--- src/rtl/lsu_pkg.sv ---
// Package: lsu_pkg
// Shared operation codes, transfer sizes and controller states for the
// register-offset load/store unit. Assumes a 3-bit opcode field.
package lsu_pkg;

    typedef enum logic [2:0] {
        OP_LDW  = 3'd0,
        OP_STW  = 3'd1,
        OP_LDHU = 3'd2,
        OP_LDHS = 3'd3,
        OP_STH  = 3'd4,
        OP_LDBU = 3'd5,
        OP_LDBS = 3'd6,
        OP_STB  = 3'd7
    } lsu_op_e;

    typedef enum logic [1:0] {
        SZ_BYTE = 2'd0,
        SZ_HALF = 2'd1,
        SZ_WORD = 2'd2
    } lsu_size_e;

    typedef enum logic [1:0] {
        FSM_IDLE = 2'd0,
        FSM_ACC  = 2'd1,
        FSM_RESP = 2'd2
    } lsu_fsm_e;

    // Transfer size implied by an opcode
    function automatic lsu_size_e op_size(input lsu_op_e o);
        case (o)
            OP_LDW, OP_STW:           return SZ_WORD;
            OP_LDHU, OP_LDHS, OP_STH: return SZ_HALF;
            default:                  return SZ_BYTE;
        endcase
    endfunction

    // True for the three store opcodes
    function automatic logic op_is_store(input lsu_op_e o);
        return (o == OP_STW) || (o == OP_STH) || (o == OP_STB);
    endfunction

    // True for loads that sign-extend
    function automatic logic op_is_signed(input lsu_op_e o);
        return (o == OP_LDHS) || (o == OP_LDBS);
    endfunction

endpackage

--- src/rtl/lsu_rf.sv ---
// Module: lsu_rf
// Register file with three combinational read ports (base, offset, store
// data) and one synchronous write port. Assumes a single writer per cycle.
module lsu_rf #(
    parameter int XLEN = 32,
    parameter int NREG = 8,
    parameter int IDXW = $clog2(NREG)
) (
    input  logic            clk,
    input  logic            rst_n,
    input  logic [IDXW-1:0] rn_sel,
    input  logic [IDXW-1:0] rm_sel,
    input  logic [IDXW-1:0] rs_sel,
    output logic [XLEN-1:0] rn_val,
    output logic [XLEN-1:0] rm_val,
    output logic [XLEN-1:0] rs_val,
    input  logic            wr_en,
    input  logic [IDXW-1:0] wr_sel,
    input  logic [XLEN-1:0] wr_val
);

    logic [XLEN-1:0] regs [NREG];

    // Clear every entry in reset, otherwise take the single write
    always_ff @(posedge clk) begin
        if (!rst_n) begin
            for (int i = 0; i < NREG; i++) regs[i] <= '0;
        end else if (wr_en) begin
            regs[wr_sel] <= wr_val;
        end
    end

    assign rn_val = regs[rn_sel];
    assign rm_val = regs[rm_sel];
    assign rs_val = regs[rs_sel];

endmodule

--- src/rtl/lsu_agen.sv ---
// Module: lsu_agen
// Combinational address generation: adds base and offset, splits the sum
// into word address and lane offset, decides misalignment, and builds the
// byte enables and lane-replicated write data for stores.
// Assumes little-endian byte lanes and XLEN a power-of-two multiple of 16.
module lsu_agen
    import lsu_pkg::*;
#(
    parameter int XLEN  = 32,
    parameter int BEW   = XLEN / 8,
    parameter int LANEW = $clog2(BEW)
) (
    input  logic [XLEN-1:0]  base,
    input  logic [XLEN-1:0]  offset,
    input  logic [XLEN-1:0]  src,
    input  lsu_op_e          op,
    input  logic             chk_en,
    output logic [XLEN-1:0]  word_addr,
    output logic [LANEW-1:0] lane_off,
    output logic [BEW-1:0]   be,
    output logic [XLEN-1:0]  wdata,
    output logic             fault
);

    logic [XLEN-1:0] sum;
    lsu_size_e       sz;
    logic            misal;
    logic            is_st;

    assign sum       = base + offset;
    assign lane_off  = sum[LANEW-1:0];
    assign word_addr = {sum[XLEN-1:LANEW], {LANEW{1'b0}}};
    assign sz        = op_size(op);
    assign is_st     = op_is_store(op);

    // Misalignment depends on transfer size only
    always_comb begin
        case (sz)
            SZ_HALF: misal = sum[0];
            SZ_WORD: misal = |sum[LANEW-1:0];
            default: misal = 1'b0;
        endcase
    end

    assign fault = chk_en && misal;

    // One enable per byte lane, selected by size and lane offset
    for (genvar g = 0; g < BEW; g++) begin : g_lane
        localparam logic [LANEW-1:0] LANE = LANEW'(g);
        assign be[g] = is_st && ((sz == SZ_WORD) ||
                                 (sz == SZ_HALF && LANE[LANEW-1:1] == lane_off[LANEW-1:1]) ||
                                 (sz == SZ_BYTE && LANE == lane_off));
    end

    // Replicate the low bits of the source across all lanes
    always_comb begin
        case (sz)
            SZ_BYTE: wdata = {BEW{src[7:0]}};
            SZ_HALF: wdata = {(BEW/2){src[15:0]}};
            default: wdata = src;
        endcase
    end

endmodule

--- src/rtl/lsu_ldfmt.sv ---
// Module: lsu_ldfmt
// Load formatter: rotates the returned word right by the lane offset, then
// truncates to the transfer size and zero- or sign-extends. The same path
// serves aligned and misaligned loads.
module lsu_ldfmt
    import lsu_pkg::*;
#(
    parameter int XLEN  = 32,
    parameter int LANEW = $clog2(XLEN / 8)
) (
    input  logic [XLEN-1:0]  rdata,
    input  logic [LANEW-1:0] lane_off,
    input  lsu_op_e          op,
    output logic [XLEN-1:0]  result
);

    logic [XLEN-1:0]    rot;
    logic [LANEW+2:0]   shamt;
    logic               sgn;

    assign shamt = {lane_off, 3'b000};
    assign rot   = XLEN'({rdata, rdata} >> shamt);
    assign sgn   = op_is_signed(op);

    // Size-dependent truncation and extension
    always_comb begin
        case (op_size(op))
            SZ_BYTE: result = {{(XLEN-8){sgn & rot[7]}}, rot[7:0]};
            SZ_HALF: result = {{(XLEN-16){sgn & rot[15]}}, rot[15:0]};
            default: result = rot;
        endcase
    end

endmodule

--- src/rtl/lsu_regoff_unit.sv ---
// Module: lsu_regoff_unit
// Top of the register-offset load/store unit. In the start cycle the
// register file is read, the address is formed and decoded, and the results
// are registered. The next cycle presents the access, or reports a fault.
// Loads finish one cycle later with write-back. Assumes memory read data is
// valid one cycle after mem_en with mem_we low.
module lsu_regoff_unit
    import lsu_pkg::*;
#(
    parameter int XLEN  = 32,
    parameter int NREG  = 8,
    parameter int IDXW  = $clog2(NREG),
    parameter int BEW   = XLEN / 8,
    parameter int LANEW = $clog2(BEW)
) (
    input  logic            clk,
    input  logic            rst_n,
    input  logic            start,
    input  logic [2:0]      op,
    input  logic [IDXW-1:0] rd_idx,
    input  logic [IDXW-1:0] rn_idx,
    input  logic [IDXW-1:0] rm_idx,
    input  logic            align_chk_en,
    output logic            done,
    output logic            align_fault,
    output logic [XLEN-1:0] load_data,
    output logic            mem_en,
    output logic            mem_we,
    output logic [BEW-1:0]  mem_be,
    output logic [XLEN-1:0] mem_addr,
    output logic [XLEN-1:0] mem_wdata,
    input  logic [XLEN-1:0] mem_rdata
);

    lsu_fsm_e         state;
    lsu_op_e          q_op;
    logic [IDXW-1:0]  q_rd;
    logic [LANEW-1:0] q_off;
    logic [XLEN-1:0]  q_addr;
    logic [BEW-1:0]   q_be;
    logic [XLEN-1:0]  q_wdata;
    logic             q_fault;

    logic [XLEN-1:0]  rn_val, rm_val, rs_val;
    logic [XLEN-1:0]  a_addr, a_wdata, fmt_out;
    logic [LANEW-1:0] a_off;
    logic [BEW-1:0]   a_be;
    logic             a_fault;
    logic             rf_we;
    logic             q_store;

    lsu_rf #(.XLEN(XLEN), .NREG(NREG), .IDXW(IDXW)) u_rf (
        .clk    (clk),
        .rst_n  (rst_n),
        .rn_sel (rn_idx),
        .rm_sel (rm_idx),
        .rs_sel (rd_idx),
        .rn_val (rn_val),
        .rm_val (rm_val),
        .rs_val (rs_val),
        .wr_en  (rf_we),
        .wr_sel (q_rd),
        .wr_val (fmt_out)
    );

    lsu_agen #(.XLEN(XLEN), .BEW(BEW), .LANEW(LANEW)) u_agen (
        .base      (rn_val),
        .offset    (rm_val),
        .src       (rs_val),
        .op        (lsu_op_e'(op)),
        .chk_en    (align_chk_en),
        .word_addr (a_addr),
        .lane_off  (a_off),
        .be        (a_be),
        .wdata     (a_wdata),
        .fault     (a_fault)
    );

    lsu_ldfmt #(.XLEN(XLEN), .LANEW(LANEW)) u_fmt (
        .rdata    (mem_rdata),
        .lane_off (q_off),
        .op       (q_op),
        .result   (fmt_out)
    );

    assign q_store = op_is_store(q_op);

    // Sequencer: capture the decoded request, then access, then respond
    always_ff @(posedge clk) begin
        if (!rst_n) begin
            state   <= FSM_IDLE;
            q_op    <= OP_LDW;
            q_rd    <= '0;
            q_off   <= '0;
            q_addr  <= '0;
            q_be    <= '0;
            q_wdata <= '0;
            q_fault <= 1'b0;
        end else begin
            case (state)
                FSM_IDLE: if (start) begin
                    state   <= FSM_ACC;
                    q_op    <= lsu_op_e'(op);
                    q_rd    <= rd_idx;
                    q_off   <= a_off;
                    q_addr  <= a_addr;
                    q_be    <= a_be;
                    q_wdata <= a_wdata;
                    q_fault <= a_fault;
                end
                FSM_ACC:  state <= (!q_fault && !q_store) ? FSM_RESP : FSM_IDLE;
                default:  state <= FSM_IDLE;
            endcase
        end
    end

    assign mem_en      = (state == FSM_ACC) && !q_fault;
    assign mem_we      = mem_en && q_store;
    assign mem_be      = mem_we ? q_be : '0;
    assign mem_addr    = q_addr;
    assign mem_wdata   = q_wdata;
    assign align_fault = (state == FSM_ACC) && q_fault;
    assign done        = ((state == FSM_ACC) && (q_fault || q_store)) || (state == FSM_RESP);
    assign rf_we       = (state == FSM_RESP);
    assign load_data   = fmt_out;

    // completion is a single-cycle pulse
    p_done_pulse_r1: assert property (@(posedge clk) disable iff (!rst_n)
        done |=> !done);

    // a response cycle always follows a read access
    p_resp_after_read_r1: assert property (@(posedge clk) disable iff (!rst_n)
        (state == FSM_RESP) |-> $past(mem_en && !mem_we));

    // a refused transfer completes without touching memory or registers
    p_fault_quiet_r7: assert property (@(posedge clk) disable iff (!rst_n)
        align_fault |-> (done && !mem_en && !rf_we));

    // a byte store enables exactly one lane
    p_byte_lane_r5: assert property (@(posedge clk) disable iff (!rst_n)
        (mem_we && op_size(q_op) == SZ_BYTE) |-> ($countones(mem_be) == 1));

    // a halfword store enables exactly two lanes, even when misaligned
    p_half_lanes_r8: assert property (@(posedge clk) disable iff (!rst_n)
        (mem_we && op_size(q_op) == SZ_HALF) |-> ($countones(mem_be) == 2));

    // an unsigned byte load leaves upper result bits clear
    p_zero_ext_r3: assert property (@(posedge clk) disable iff (!rst_n)
        (rf_we && q_op == OP_LDBU) |-> (load_data[XLEN-1:8] == '0));

endmodule

--- config.mk ---
export PLATFORM = sky130hd
export DESIGN_NAME = lsu_regoff_unit
export DESIGN_NICKNAME = d
export VERILOG_FILES = /design/src/rtl/lsu_pkg.sv /design/src/rtl/lsu_rf.sv /design/src/rtl/lsu_agen.sv /design/src/rtl/lsu_ldfmt.sv /design/src/rtl/lsu_regoff_unit.sv
export SDC_FILE = /design/constraint.sdc
export NUM_CORES = 1
export LEC_CHECK = 0
export BUFFER_PORTS_ARGS = -buffer_cell sky130_fd_sc_hd__buf_2
export CORE_MARGIN = 2
export CORE_UTILIZATION = 55
export CTS_CLUSTER_DIAMETER = 100
export DETAILED_ROUTE_END_ITERATION = 16
export PLACE_DENSITY = 0.78
export REMOVE_ABC_BUFFERS = 1
export SLEW_MARGIN = 0
export SYNTH_ARGS = -nofsm -noshare
export SYNTH_HDL_FRONTEND = slang
export SYNTH_SLANG_ARGS = --single-unit
export TNS_END_PERCENT = 1
--- constraint.sdc ---
create_clock -name clk -period 4.1 [get_ports clk]
set_input_delay 0 -clock clk [delete_from_list [all_inputs] [get_ports clk]]
set_output_delay 0 -clock clk [all_outputs]
set_load 0.01 [all_outputs]
==> impl_metrics.json, run 1 <==
{
  "dr_total_vias": 15900,
  "hold_violations": 0,
  "p_leak_uw": 0.00895,
  "synthAdderAreaFrac_pct": 1.99,
  "initial_core_util_pct": 56.0,
  "numCtsBuffers": 37,
  "layout_common_cells": "nor2_1, edfxtp_1, mux4_2, buf_2, nand2_1",
  "synth-xor-area-share_pct": 0.938,
  "grtUsageMet1_pct": 42.5,
  "syn_area_um2": 20500,
  "setup_tns_ns": 0,
  "path_clk_slew_ns": 0.06,
  "fp-row-count": 70,
  "ys_async_sr_fraction_pct": 0,
  "tightestPinTransition_ns": 1.19,
  "routabilityCongestion": 0.909,
  "worst-setup-path-type": "flop to flop",
  "final_max_slew_viol_count": 0,
  "synthCells": 1708,
  "power.total_uw": 9450,
  "synth-seq-area-share_pct": 44.9,
  "fin_nets": 1893,
  "power_density_nw_per_um2": 411,
  "critical-path-max-stage-delay_ns": 0.51,
  "gr-total-overflow": 0,
  "yosysTopAreaCell": "edfxtp_1",
  "grt_pass1_wl_mm": 94.0,
  "synth-edff-count": 256,
  "clockBufferDepth": 3,
  "track_usage_pct": 32.8,
  "io_buffer_count": 149,
  "worst_ep_arrival_time_ns": 4.37,
  "areaGrowthSynthToFinish_pct": 12.1,
  "synthTopCellsByArea": "edfxtp_1, mux4_2, dfxtp_1",
  "ant_nets": 0,
  "cp_slowest_cell": "fa_1",
  "drt-pass1-iter-count": 6,
  "maxSlewHeadroom_pct": 20.8,
  "layout_commonest_cell": "nor2_1",
  "met3_usage_pct": 7.91,
  "yosysWarnings": 0,
  "layout_min_cycle_time_ns": 3.96,
  "ff2ff_setup_slack_ns": 0.14,
  "skew_ns": 0.0201,
  "cts_tree": "built",
  "hp-class": "input pin to flop",
  "antenna_found_initial": 1,
  "ys.flop_type": "edfxtp_1",
  "drive_above_1_share_pct": 30.0,
  "wl_mm": 63.5,
  "synthSimpleGateAreaFrac_pct": 11.0,
  "grt_max_degree": 74,
  "clk_latency_ns": 0.54,
  "use_met2_pct": 51.9,
  "critPathCaptureType": "flop",
  "die_area_um2": 38900,
  "ys_types": 75,
  "cp_max_fo": 4,
  "avgRoutedWirePerCell_um": 27.5,
  "maxCapViolations": 0,
  "grt_pass1_vias": 15700,
  "ios": 152,
  "fillCellCount": 2745,
  "worstPathCellList": "mux4_2, mux2_2, ha_1, fa_1, a211oi_2, o21bai_1, a221o_2, a2bb2oi_4, a211oi_1, or3_1, a32o_1",
  "drc": 0,
  "drtIter0Drc": 1973,
  "dieWidth_um": 197,
  "h-tree-depth": 2,
  "cts_setup_buffers": 0,
  "coreArea_um2": 36700,
  "synth-seq-cells": 333,
  "status": "completed",
  "fp.dieH_um": 197,
  "final_core_util_pct": 62.7,
  "cts_sinks": 333,
  "startpoint_type": "flop",
  "synth_top_family_by_area": "multiplexers",
  "root_buffer": "clkbuf_16",
  "num_antenna_cells": 0,
  "rsz0062_at_grt": "false",
  "period_share_pct": 96.6,
  "vdd_drop_max_uv": 274,
  "cp.required_ns": 4.52,
  "synth_compound_area_share_pct": 9.14,
  "muxShareOfSynthArea_pct": 28.2,
  "setup_violations": 0,
  "synth_top_area_share_pct": 37.4,
  "synth_area_per_cell_um2": 12.0,
  "top_usage_layer": "met2",
  "viasPerCell": 6.90,
  "fmax_ghz": 0.253,
  "hpwl_mm": 40.6
}
## repair_timing
item,in CTS,in global routing
hold endpoints to repair,7,0
hold buffers,3,0
gates resized for setup,0,0
## power breakdown
part / switching [µW] / total, µW / internal (µW)
clock: 1380 / 3370 / 1990
sequential: 125 / 3930 / 3810
combinational: 1300 / 2150 / 849
## kinds of logic after synthesis
logic type,after synthesis
and+or+nand+nor,533
DFF,333
xor gates and xnor gates,22
other,1
AOI/OAI and AO/OA,276
muxes,328
adders and majority gates,32
buffers and inverters,183
## metrics by stage
stage	area (µm²)	std cells	hold WS, ns	worst slack, ns
2_1_floorplan	19900	1570	0.122	0.388
3_3_place_gp	21800	2239	0.277	0.297
3_5_place_dp	21800	2239	0.282	0.245
4_1_cts	23000	2309	0.0351	0.198
5_1_grt	23000	2309	0.0665	0.000601
6_report	23000	2309	0.0686	0.140
## critical path: cells and delay by family (launching register included)
family / cells / cell delay, ns
flops: 1 / 0.45
fa+ha+maj: 2 / 0.74
simple gates: 1 / 0.32
mux: 2 / 0.76
compound gates: 6 / 1.56
## metal layers
layer / routed length (µm) / vias to the layer above
met3: 8760 / 262
met4: 3470 / 0
met2: 29500 / 1288
met1: 21800 / 7693
met5: 0 / -
li1: - / 6698
## Yosys cell counts, types with 3 or more instances
library cell	instances
a211o_1	6
a211oi_1	13
a21boi_0	24
a21o_1	17
a21oi_1	52
a21oi_2	10
a221oi_1	4
a31oi_1	4
and2_1	22
and3_1	8
buf_1	10
buf_2	30
buf_4	9
clkbuf_1	87
dfxtp_1	77
edfxtp_1	256
ha_1	31
inv_1	44
mux2_2	78
mux2i_1	57
mux4_2	192
nand2_1	132
nand2b_1	5
nand3_1	20
nand4_1	8
nor2_1	294
nor2b_1	14
nor3_1	8
nor3b_1	6
nor4_1	3
o211a_1	9
o211ai_1	23
o21a_1	3
o21ai_0	65
o21ai_1	10
o21bai_1	8
xnor2_1	14
xor2_1	8
## area by class of cell
type | count | area (µm²) | area share [%]
well taps | 468 | 586 | 2.54
clock inverters | 17 | 215 | 0.935
repair buffers | 204 | 1270 | 5.53
multi-input cells | 1193 | 10600 | 45.8
inverters | 44 | 165 | 0.717
clock buffers | 50 | 1000 | 4.36
flip-flops and latches | 333 | 9230 | 40.1
## worst paths after layout
path,start,cells past startpoint,to
min,op[1],3,q_op[1]
max reg2reg,u_rf.regs[1][0],11,mem_addr[30]
max,u_rf.regs[1][0],11,mem_addr[30]
min reg2reg,mem_addr[20],2,mem_addr[20]
## state kept, by name, summed over array words and instances, names as in the netlist, 2 cells and up
signal,cells
mem_addr,30
state,2
u_rf.regs,256
mem_wdata,32
q_be,4
q_off,2
q_op,3
q_rd,3
(Power assumes the default switching activity.)
==> run 2: changes to the inputs <==
--- a/config.mk
+++ b/config.mk
@@ -7,10 +7,10 @@
 export LEC_CHECK = 0
 export BUFFER_PORTS_ARGS = -buffer_cell sky130_fd_sc_hd__buf_2
 export CORE_MARGIN = 2
-export CORE_UTILIZATION = 55
+export CORE_UTILIZATION = 51
 export CTS_CLUSTER_DIAMETER = 100
 export DETAILED_ROUTE_END_ITERATION = 16
-export PLACE_DENSITY = 0.78
+export PLACE_DENSITY = 0.73
 export REMOVE_ABC_BUFFERS = 1
 export SLEW_MARGIN = 0
 export SYNTH_ARGS = -nofsm -noshare
==> run 2 against run 1 <==
Net effect:
- via count is 0.62% lower
- sequential share of layout area is 0.36 points lower
- highest routed layer unchanged
- clock-buffer cell count is 8 lower
- clock skew is 0.00071 ns lower
- wire length is 3.9% higher
- non-clock buffer count is 13 higher
- largest power group unchanged
==> impl_metrics.json, run 2 (synthesis results as in run 1) <==
{
  "path_delay_family": "compound AO/OA/AOI/OAI gates",
  "die_area_um2": 41900,
  "worstPathCellList": "mux4_2, mux2_2, ha_1, fa_1, a211oi_2, o21bai_1, a221o_2, a2bb2oi_4, a21oi_1, or3_1, a32o_1",
  "fmax_ghz": 0.251,
  "stdcell_area_um2": 23200,
  "layout_min_cycle_time_ns": 3.99,
  "cts_tree": "built",
  "drc": 0,
  "gr-total-overflow": 0,
  "worst_ep_arrival_time_ns": 4.42,
  "layout_commonest_cell": "nor2_1",
  "hpwl_mm": 43.5,
  "stdcell_count": 2377,
  "cp_num_buf_inv": 0,
  "ant_nets": 0,
  "initial_core_util_pct": 51.7,
  "clockBufferDepth": 3,
  "cts_setup_buffers": 0,
  "final_max_slew_viol_count": 0,
  "cp_slowest_cell": "fa_1",
  "dp.cells": 2308,
  "layout_common_cells": "nor2_1, edfxtp_1, mux4_2, buf_2, nand2_1",
  "dr_total_vias": 15800,
  "status": "completed",
  "placed_cell_area_um2": 21900,
  "grt_pass1_vias": 15600,
  "path_clk_slew_ns": 0.07,
  "cts_resized": 0,
  "critPathCaptureType": "flop",
  "worst-setup-path-type": "flop to flop",
  "num_antenna_cells": 0,
  "routabilityCongestion": 0.895,
  "largest-register": "u_rf.regs",
  "largest_register_ff_count": 256,
  "hp-class": "input pin to flop",
  "setup_tns_ns": 0,
  "vdd_drop_max_uv": 243,
  "clk_latency_ns": 0.55,
  "tightestPinTransition_ns": 1.20,
  "postCtsHoldBufs": 4,
  "rsz0062_at_grt": "false",
  "fin_ws_ns": 0.109,
  "grt_pass1_wl_mm": 97.3,
  "wl_mm": 66.0,
  "p_leak_uw": 0.00903,
  "fin_nets": 1905,
  "cts_sinks": 333,
  "hold_violations": 0,
  "drtIter0Drc": 1923,
  "setup_violations": 0,
  "io_buffer_count": 149,
  "power_density_nw_per_um2": 414,
  "drive_above_1_share_pct": 30.8,
  "antenna_found_initial": 0,
  "root_buffer": "clkbuf_16",
  "period_share_pct": 97.3,
  "h-tree-depth": 2,
  "startpoint_type": "flop",
  "final_core_util_pct": 58.5,
  "fp.dieH_um": 205,
  "cp.required_ns": 4.53,
  "ios": 152,
  "drt-pass1-iter-count": 6,
  "dieWidth_um": 205,
  "cp_max_fo": 4,
  "preCtsSetupSlack_ns": 0.212,
  "maxCapViolations": 0,
  "avgRoutedWirePerCell_um": 27.8,
  "critical-path-max-stage-delay_ns": 0.51,
  "areaGrowthSynthToFinish_pct": 13.1,
  "skew_ns": 0.0194,
  "fp-row-count": 73,
  "numCtsBuffers": 36,
  "track_usage_pct": 31.6,
  "grt_max_degree": 61,
  "viasPerCell": 6.66,
  "maxSlewHeadroom_pct": 19.9,
  "coreArea_um2": 39700
}
[run 2: cell count changes in the layout (fill, tap and decap cells not counted), sizes merged]
cell	change
buf	+12
clkbuf	-8
bufinv	+3
clkinv	+2
clkinvlp	+2
dlygate4sd3	+1
inv	-1
[run 2: final timing paths]
path / depth (start not counted) / slack, ns / from / to
worst max register to register: 11 / 0.11 / u_rf.regs[7][0] / mem_addr[26]
worst min register to register: 2 / 0.45 / mem_addr[31] / mem_addr[31]
worst min-delay path: 3 / 0.05 / op[1] / q_op[1]
worst max-delay path: 11 / 0.11 / u_rf.regs[7][0] / mem_addr[26]
[run 2: power by group]
group          internal (µW)  switching, µW  total (µW)
Clock                   2090           1410        3500
Sequential              3810            134        3940
Combinational            863           1320        2180
Total                   6760           2860        9620
[run 2: cell type report]
| cell class | instances | area (µm²) |
|---|---|---|
| Inverter | 44 | 165 |
| Fill cell | 3176 | 16500 |
| Multi-Input combinational cell | 1193 | 10600 |
| Clock buffer | 42 | 936 |
| Clock inverter | 23 | 319 |
| Sequential cell | 333 | 9230 |
| Timing Repair Buffer | 217 | 1370 |
| Tap cell | 525 | 657 |
[run 2: worst min-delay path, cell delays in order]
cell and delay (ns):
buf_2 0.33, nand2_1 0.13, a21boi_0 0.08
[run 2: through the flow]
stage          hold WS (ns)  power [µW]
3_3_place_gp          0.260        6090
4_1_cts              0.0271        9580
3_5_place_dp          0.272        6130
5_1_grt              0.0654        9910
2_1_floorplan         0.122        5260
6_report             0.0523        9620
[run 2: layer usage]
| metal | GRT usage, % | up-vias | wire length [µm] |
|---|---|---|---|
| met2 | 50.2 | 1131 | 30600 |
| met1 | 40.5 | 7797 | 23600 |
| met5 | 0 | - | 0 |
| met3 | 7.75 | 209 | 8180 |
| met4 | 16.3 | 0 | 3620 |
| li1 | - | 6705 | - |
==> run 3: changes to the inputs <==
--- a/config.mk
+++ b/config.mk
@@ -11,6 +11,7 @@
 export CTS_CLUSTER_DIAMETER = 100
 export DETAILED_ROUTE_END_ITERATION = 16
 export PLACE_DENSITY = 0.73
+export RECOVER_POWER = 25
 export REMOVE_ABC_BUFFERS = 1
 export SLEW_MARGIN = 0
 export SYNTH_ARGS = -nofsm -noshare
==> run 3 against run 2 <==
Net effect:
- the run now ends with max-capacitance violations, max-slew violations left
- via count grew 0.15%
- worst setup slack got worse by 0.0024 ns
- wire length up 0.19%
- first-iteration DRC count shrank 0.68%
- sequential share of layout area increased by 0.18 points
- critical path depth is 4 lower
- clock-buffer cell count is the same
- clock skew decreased by 0.0015 ns
- sequential cell count unchanged
- utilization shrank 0.27 points
- design area shrank 0.46%
- largest cell class unchanged
- largest power group unchanged
==> impl_metrics.json, run 3 (synthesis results as in run 1) <==
{
  "status": "finished, violations left",
  "violations": "max-capacitance violations, max-slew violations",
  "grt_max_degree": 61,
  "setup_tns_ns": 0,
  "h-tree-depth": 2,
  "path_clk_slew_ns": 0.06,
  "hpwl_mm": 43.5,
  "critical-path-max-stage-delay_ns": 0.95,
  "tightestPinTransition_ns": 2.05,
  "viasPerCell": 6.67,
  "track_usage_pct": 31.6,
  "drive_above_1_share_pct": 26.9,
  "drc": 0,
  "startpoint_type": "flop",
  "num_antenna_cells": 0,
  "dieWidth_um": 205,
  "layout_commonest_cell": "nor2_1",
  "period_share_pct": 97.4,
  "coreArea_um2": 39700,
  "areaGrowthSynthToFinish_pct": 12.6,
  "worstPathCellList": "mux2_1, o21ai_0, clkbuf_1, nor3_2, a21oi_1, inv_1, buf_2",
  "ant_nets": 0,
  "initial_core_util_pct": 51.7,
  "final_max_slew_viol_count": 80,
  "cp_max_fo": 10,
  "fillCellCount": 3222,
  "skew_ns": 0.0179,
  "routabilityCongestion": 0.895,
  "hold_violations": 0,
  "ios": 152,
  "avgRoutedWirePerCell_um": 27.8,
  "fp.dieH_um": 205,
  "drtIter0Drc": 1910,
  "root_buffer": "clkbuf_16",
  "vdd_drop_max_uv": 242,
  "antenna_found_initial": 0,
  "largest-register": "u_rf.regs",
  "numCtsBuffers": 36,
  "layout_common_cells": "nor2_1, edfxtp_1, mux4_2, nand2_1, buf_2",
  "clockBufferDepth": 3,
  "cp_slowest_cell": "a21oi_1",
  "preCtsSetupSlack_ns": 0.212,
  "setup_violations": 0,
  "cts_tree": "built",
  "path_delay_family": "compound AO/OA/AOI/OAI gates",
  "fmax_ghz": 0.250,
  "maxSlewHeadroom_pct": -37.0,
  "fin_nets": 1905,
  "clk_latency_ns": 0.55,
  "power_density_nw_per_um2": 415,
  "fp-row-count": 73,
  "cp.required_ns": 4.10,
  "critPathCaptureType": "primary output",
  "cts_setup_buffers": 0,
  "die_area_um2": 41900,
  "grt_pass1_wl_mm": 97.3,
  "fin_ws_ns": 0.106,
  "rsz0062_at_grt": "false",
  "worst-setup-path-type": "flop to primary output",
  "drt-pass1-iter-count": 5,
  "final_core_util_pct": 58.2,
  "p_leak_uw": 0.00875,
  "largest_register_ff_count": 256,
  "power.total_uw": 9590,
  "cp_num_buf_inv": 3,
  "gr-total-overflow": 0,
  "layout_min_cycle_time_ns": 3.99,
  "dr_total_vias": 15900,
  "grt_pass1_vias": 15600,
  "cts_sinks": 333,
  "hp-class": "input pin to flop",
  "wl_mm": 66.1,
  "maxCapViolations": 2,
  "io_buffer_count": 149,
  "worst_ep_arrival_time_ns": 3.99
}
run 3: cell types whose count changed in the layout (fill, tap and decap cells not counted), sizes merged:
cell	before	now
buf	213	141
clkbuf	42	114
run 3: metal layers:
layer	vias up	wire length (µm)	GRT usage, %
met5	-	0	0
met4	0	3650	16.3
met3	213	8370	7.75
met2	1126	30700	50.2
met1	7825	23400	40.5
li1	6702	-	-
run 3: cell type report:
cell class | count | area, µm² | share of cell area [%]
repair buffers | 217 | 1270 | 5.48
flip-flops and latches | 333 | 9230 | 39.9
inverters | 44 | 165 | 0.714
clock inverters | 23 | 319 | 1.38
well taps | 525 | 657 | 2.84
multi-input cells | 1193 | 10600 | 45.6
clock buffers | 42 | 936 | 4.05
run 3: through the flow:
stage / hold WS [ns] / area [µm²] / std cells
3_5_place_dp: 0.272 / 21900 / 2308
3_3_place_gp: 0.260 / 21900 / 2308
4_1_cts: 0.0271 / 23200 / 2377
5_1_grt: 0.0654 / 23100 / 2377
6_report: 0.0608 / 23100 / 2377
2_1_floorplan: 0.122 / 19900 / 1570
run 3: path summary, 6_finish.rpt:
| kind | start | end | slack, ns | cells past startpoint |
|---|---|---|---|---|
| worst max register to register | u_rf.regs[7][0] | mem_addr[30] | 0.11 | 11 |
| worst min register to register | mem_addr[31] | mem_addr[31] | 0.46 | 2 |
| worst min-delay path | rst_n | q_be[0] | 0.06 | 3 |
| worst max-delay path | q_off[0] | load_data[13] | 0.11 | 7 |
run 3: worst register-to-register path: stages, from the launching register on:
cell	delay (ns)
edfxtp_1	0.42
mux4_2	0.49
mux2_2	0.28
ha_1	0.26
fa_1	0.50
a211oi_2	0.27
o21bai_1	0.26
a221o_2	0.49
a2bb2oi_4	0.23
a211oi_1	0.11
or3_1	0.31
a32o_1	0.25
run 3: power by group:
group | internal, µW | total (µW) | switching, µW
Clock | 2090 | 3490 | 1400
Combinational | 840 | 2160 | 1320
Sequential | 3810 | 3950 | 136
Total | 6740 | 9590 | 2850
run 3: timing repair:
item,CTS,global route
setup endpoints to repair,0,0
hold endpoints to repair,7,0
hold buffers,4,0
resized for setup,0,0
